File: src/rtl/lerr_pkg.sv
// Package: shared widths and the link error code layout.
// Assumes every channel word is 36 bits with the error nibble on top.
package lerr_pkg;
    localparam int unsigned LERR_WORD_W  = 36;
    localparam int unsigned LERR_ERR_LSB = 32;
    localparam int unsigned LERR_KINDS   = 3;
    localparam int unsigned LERR_CODE_W  = 4;

    // Link error code, MSB first: constant zero, CRC, disparity, not-in-table.
    typedef struct packed {
        logic pad_zero;
        logic crc;
        logic disp;
        logic nit;
    } lerr_code_t;
endpackage

File: src/rtl/lerr_field_extract.sv
// Module: lerr_field_extract
// Slices the three live error bits out of every channel word.
// Assumes channel i sits at bits [WORD_W*i +: WORD_W] of the flat bus;
// the top nibble bit is not an error kind and is dropped here.
module lerr_field_extract
    import lerr_pkg::*;
#(
    parameter int unsigned N_CH = 49
) (
    input  logic [N_CH*LERR_WORD_W-1:0]    words_i,
    output logic [N_CH-1:0][LERR_KINDS-1:0] kinds_o
);
    genvar ch;
    generate
        for (ch = 0; ch < N_CH; ch++) begin : g_slice
            // Per-channel slice of CRC, disparity and not-in-table bits.
            assign kinds_o[ch] = words_i[ch*LERR_WORD_W + LERR_ERR_LSB +: LERR_KINDS];
        end
    endgenerate
endmodule

File: src/rtl/lerr_reduce.sv
// Module: lerr_reduce
// Combinational reduction: per-channel map, per-kind OR code and the
// masked readout request. Assumes inputs are stable for the capture edge.
module lerr_reduce
    import lerr_pkg::*;
#(
    parameter int unsigned N_CH = 49
) (
    input  logic [N_CH-1:0][LERR_KINDS-1:0] kinds_i,
    input  logic [N_CH-1:0]                 en_i,
    output logic [N_CH-1:0]                 map_o,
    output lerr_code_t                      code_o,
    output logic                            req_o
);
    // Map bit per channel: any live error kind.
    always_comb begin
        for (int ch = 0; ch < int'(N_CH); ch++) begin
            map_o[ch] = |kinds_i[ch];
        end
    end

    // Per-kind OR across all channels, unmasked; top bit held at zero.
    always_comb begin
        code_o = '0;
        for (int ch = 0; ch < int'(N_CH); ch++) begin
            code_o.crc  = code_o.crc  | kinds_i[ch][2];
            code_o.disp = code_o.disp | kinds_i[ch][1];
            code_o.nit  = code_o.nit  | kinds_i[ch][0];
        end
    end

    // Request only from channels the mask enables.
    assign req_o = |(map_o & en_i);
endmodule

File: src/rtl/lerr_strobe_delay.sv
// Module: lerr_strobe_delay
// Fixed-depth shift register that delays the capture strobe into the
// record write strobe. Assumes DEPTH >= 1; reset clears pulses in flight.
module lerr_strobe_delay #(
    parameter int unsigned DEPTH = 4
) (
    input  logic clk,
    input  logic rst_n,
    input  logic pulse_i,
    output logic pulse_o
);
    logic [DEPTH-1:0] stage_q;

    generate
        if (DEPTH == 1) begin : g_single
            // Single stage: register the strobe once.
            always_ff @(posedge clk) begin
                if (!rst_n) stage_q <= '0;
                else        stage_q <= pulse_i;
            end
        end else begin : g_chain
            // Multi-stage: shift the strobe toward the MSB each cycle.
            always_ff @(posedge clk) begin
                if (!rst_n) stage_q <= '0;
                else        stage_q <= {stage_q[DEPTH-2:0], pulse_i};
            end
        end
    endgenerate

    assign pulse_o = stage_q[DEPTH-1];
endmodule

File: src/rtl/link_err_aggregator.sv
// Module: link_err_aggregator (top)
// Captures per-channel error nibbles on an end-of-frame strobe and
// produces a channel map, an OR'd link code, a masked readout request
// and a packed record {req, code, map} with a delayed write strobe.
// Assumes a single clock and a synchronous active-low reset.
module link_err_aggregator
    import lerr_pkg::*;
#(
    parameter int unsigned N_CH     = 49,
    parameter int unsigned WR_DELAY = 4
) (
    input  logic                          clk,
    input  logic                          rst_n,
    input  logic                          cap_strobe_i,
    input  logic [N_CH*LERR_WORD_W-1:0]   chan_words_i,
    input  logic [N_CH-1:0]               chan_en_i,
    output logic [N_CH-1:0]               chan_map_o,
    output logic [LERR_CODE_W-1:0]        link_code_o,
    output logic                          req_o,
    output logic [N_CH+LERR_CODE_W:0]     record_o,
    output logic                          record_wr_o
);
    localparam int unsigned REC_W = 1 + LERR_CODE_W + N_CH;

    logic [N_CH-1:0][LERR_KINDS-1:0] kinds_c;
    logic [N_CH-1:0]                 map_c;
    lerr_code_t                      code_c;
    logic                            req_c;

    logic [N_CH-1:0] map_q;
    lerr_code_t      code_q;
    logic            req_q;

    lerr_field_extract #(.N_CH(N_CH)) u_extract (
        .words_i (chan_words_i),
        .kinds_o (kinds_c)
    );

    lerr_reduce #(.N_CH(N_CH)) u_reduce (
        .kinds_i (kinds_c),
        .en_i    (chan_en_i),
        .map_o   (map_c),
        .code_o  (code_c),
        .req_o   (req_c)
    );

    lerr_strobe_delay #(.DEPTH(WR_DELAY)) u_wr_delay (
        .clk     (clk),
        .rst_n   (rst_n),
        .pulse_i (cap_strobe_i),
        .pulse_o (record_wr_o)
    );

    // Capture registers: load on the strobe, hold otherwise.
    always_ff @(posedge clk) begin
        if (!rst_n) begin
            map_q  <= '0;
            code_q <= '0;
            req_q  <= 1'b0;
        end else if (cap_strobe_i) begin
            map_q  <= map_c;
            code_q <= code_c;
            req_q  <= req_c;
        end
    end

    assign chan_map_o  = map_q;
    assign link_code_o = code_q;
    assign req_o       = req_q;
    assign record_o    = REC_W'({req_q, code_q, map_q});

    // with no strobe, the captured results keep their values.
    p_hold_r6: assert property (@(posedge clk) disable iff (!rst_n)
        !cap_strobe_i |=> ($stable(chan_map_o) && $stable(link_code_o) && $stable(req_o)));

    // a request can only exist when some channel is in the map.
    p_req_needs_map_r5: assert property (@(posedge clk) disable iff (!rst_n)
        req_o |-> (chan_map_o != '0));

    // the link code is nonzero exactly when the map is nonzero, and its MSB stays clear.
    p_code_vs_map_r3: assert property (@(posedge clk) disable iff (!rst_n)
        ((link_code_o != '0) == (chan_map_o != '0)) && !link_code_o[LERR_CODE_W-1]);

    // a reset cycle leaves every result and the write strobe cleared.
    p_reset_clear_r9: assert property (@(posedge clk)
        !rst_n |=> (chan_map_o == '0 && !req_o && link_code_o == '0 && !record_wr_o));
endmodule

File: config.mk
export PLATFORM = sky130hd
export DESIGN_NAME = link_err_aggregator
export DESIGN_NICKNAME = d
export VERILOG_FILES = /design/src/rtl/lerr_pkg.sv /design/src/rtl/lerr_field_extract.sv /design/src/rtl/lerr_reduce.sv /design/src/rtl/lerr_strobe_delay.sv /design/src/rtl/link_err_aggregator.sv
export SDC_FILE = /design/constraint.sdc
export NUM_CORES = 1
export LEC_CHECK = 0
export CAP_MARGIN = 20
export CELL_PAD_IN_SITES_DETAIL_PLACEMENT = 1
export CELL_PAD_IN_SITES_GLOBAL_PLACEMENT = 1
export CORE_AREA = 5 5 742 744
export DETAILED_ROUTE_END_ITERATION = 10
export DIE_AREA = 0 0 747 749
export PLACE_DENSITY_LB_ADDON = 0.1
export SYNTH_ARGS = -nofsm -noshare
export SYNTH_HDL_FRONTEND = slang
export SYNTH_HIERARCHICAL = 1
export SYNTH_SLANG_ARGS = --single-unit
File: constraint.sdc
create_clock -name clk -period 4 [get_ports clk]
set_input_delay 0.6 -clock clk [delete_from_list [all_inputs] [get_ports clk]]
set_output_delay 0.6 -clock clk [all_outputs]
set_load 0.01 [all_outputs]
==> flow_metrics.env <==
export IMPL_pre_cts_slack_ns=0.238
export IMPL_status="finished clean"
export IMPL_synth_area_sq_um=4790
export IMPL_rsz0062_at_grt="no"
export IMPL_final_min_clock_period_ns=3.23
export IMPL_p_leak_uw=0.00277
export IMPL_grt_pass1_wl_um=101000
export IMPL_die_x_um=747
export IMPL_crit_type="in -> reg"
export IMPL_power_uw=2830
export IMPL_grt_ovfl_total=0
export IMPL_clock_sinks=58
export IMPL_slew_viol_final=0
export IMPL_row_count=271
export IMPL_fillers=64989
export IMPL_viasPerCell=0.598
export IMPL_die_h_um=749
export IMPL_grt_max_degree=31
export IMPL_drive_gt1_share_pct=12.8
export IMPL_finalNetCount=2520
export IMPL_setup_slack_ns=0.774
export IMPL_syn_nets=2362
export IMPL_clock_path_buffers=2
export IMPL_yosysWarnings=6
export IMPL_post_cts_buffers=0
export IMPL_vdd_ir_drop_max_mv=0.238
export IMPL_drc_errors=0
export IMPL_grt_pass1_vias=5137
export IMPL_syn_area_per_cell_sq_um=8.78
export IMPL_cap_violations=0
export IMPL_crit_path_start_kind="primary input"
export IMPL_cts_inserted_buffers=9
export IMPL_final_area_sq_um=16200
export IMPL_globalplace_congestion=0.571
export IMPL_finClkSkew_ns=0.00650
export IMPL_grt_usage_pct=3.15
export IMPL_fp_coreArea_sq_um=543000
export IMPL_yosysSeqAreaShare_pct=24.2
export IMPL_hold_ws_ns=0.468
export IMPL_ctsHoldBuffers=0
export IMPL_timing_fmax_mhz=310
export IMPL_worstMarginPinSlew_ns=1.35
export IMPL_antenna_found_initial=111
export IMPL_hpwl_um=83600
export IMPL_top_layer="met5"
export IMPL_placed_cell_area_sq_um=15800
export IMPL_p_per_area_nw_per_um2=175
export IMPL_worst_ep_arrival_time_ns=3.52
export IMPL_finalHoldViolations=0
export IMPL_drtIter0Drc=98
export IMPL_worstPathMaxFanout=3
export IMPL_worstSetupEndpointType="flop"
export IMPL_die_area_sq_um=560000
export IMPL_wl_met2_um=42400
export IMPL_routed_wl_met3_um=10700
export IMPL_finalSetupViolations=0
export IMPL_clk_pin_slew_ns=0.11
export IMPL_floorplan_initialDensity_pct=0.882
export IMPL_antenna_left=0
export IMPL_wl_met1_um=35400
export IMPL_h_tree_depth=3
export IMPL_required_ns=4.30
export IMPL_fin_crit_sh_pct=80.7
export IMPL_cts_repair_resized=0
export IMPL_relSlewSlack_pct=9.27
export IMPL_io_pins=1925
export IMPL_synth_cell_types=23
export IMPL_detail_route_wl_per_cell_um=11.3
export IMPL_drt_first_pass_iters=4
export IMPL_hold_path_class="reg -> reg"
export IMPL_final_core_util_pct=2.98
export IMPL_portBuffers=307
export IMPL_insertion_delay_ns=0.44
export IMPL_area_growth_pct=238
export IMPL_syn_inst=546
export IMPL_drt_wl_total_um=89700
export IMPL_vias=4759
export IMPL_cts_tree="done"
export IMPL_synth_seq_cells=58
export IMPL_cts_root_buf="clkbuf_16"
[final timing paths]
check / startpoint / to / slack [ns] / cells past startpoint
hold / removal: u_wr_delay/stage_q[0]$_SDFF_PN0_ / u_wr_delay/stage_q[1]$_SDFF_PN0_ / 0.47 / 1
setup / recovery: chan_words_i[177] / req_o$_SDFFE_PN0P_ / 0.77 / 8
hold reg to reg: u_wr_delay/stage_q[0]$_SDFF_PN0_ / u_wr_delay/stage_q[1]$_SDFF_PN0_ / 0.47 / 1
setup reg to reg: chan_map_o[43]$_SDFFE_PN0P_ / chan_map_o[43]$_SDFFE_PN0P_ / 2.91 / 2
[per-stage QoR]
stage | cells | TNS [ns]
floorplan | 546 | 0
global placement | 7925 | -0.188
detailed placement | 7927 | 0
CTS | 7943 | 0
global route | 7946 | 0
finish | 7962 | 0
[kinds of logic after synthesis]
kind of cell           Yosys count  synth area share [%]
AO/OA/AOI/OAI                   45                  7.49
buffers and inverters          213                  34.4
flip-flops                      58                  24.2
multiplexers                    54                  11.3
other                            1                0.0783
AND/OR/NAND/NOR                175                  22.6
[report_power, final]
part / leakage [uW] / internal [uW] / switching, uW
Combinational: 0.00211 / 408 / 491
Clock: 0.000179 / 696 / 539
Sequential: 0.000484 / 621 / 72.6
[synthesized netlist by cell type (all sizes together)]
master	count	area, sq um
nand2	3	11.3
a2111oi	1	27.5
nor4	35	219
mux2i	54	541
a22o	1	8.76
buf	208	1630
or4	3	22.5
nor3	3	15.0
dfxtp	58	1160
a22oi	3	22.5
nor2b	54	338
and3	1	6.26
conb	1	3.75
nand4	17	106
nand3	3	15.0
and2	4	25.0
o31ai	40	300
or3	49	312
clkbuf	5	18.8
nor2	3	11.3
[sequential cells by signal, summed over array words and instances, names as in the netlist]
signal / cells
chan_map_o: 49
u_wr_delay/stage_q: 4
link_code_o: 4
req_o: 1
[cells in the final DEF, fill, tap and decap left out, drive strengths merged, types with 4 or more instances in the layout]
cell type | Yosys | routed
nor4 | 35 | 35
buf | 208 | 55
bufinv | 0 | 4
clkdlybuf4s50 | 0 | 305
clkbuf | 5 | 10
or3 | 49 | 49
mux2i | 54 | 54
and2 | 4 | 4
o31ai | 40 | 40
nand4 | 17 | 17
nor2b | 54 | 54
diode | 0 | 19
dfxtp | 58 | 58
[metal layers]
metal	vias to the layer above	global-route usage, %
li1	2108	-
met1	2128	3.49
met2	305	5.30
met3	150	1.95
met4	68	0.247
met5	-	0
[layout make-up]
class / count / area (sq um) / area share, %
Tap cell: 7234 / 9050 / 55.9
Timing Repair Buffer: 360 / 3480 / 21.5
Multi-Input combinational cell: 275 / 2080 / 12.9
Sequential cell: 58 / 1160 / 7.17
Clock buffer: 10 / 239 / 1.48
Clock inverter: 6 / 136 / 0.842
Antenna cell: 19 / 47.5 / 0.294
[worst max-delay path: stages]
cell and delay (ns):
clkdlybuf4s50_1 0.62, o31ai_1 1.00, buf_4 0.31, nand4_1 0.19, nor4_1 0.31, nand4_1 0.22
mux2i_1 0.19, nor2b_1 0.06
No activity file was read; power rests on OpenSTA's default activity.
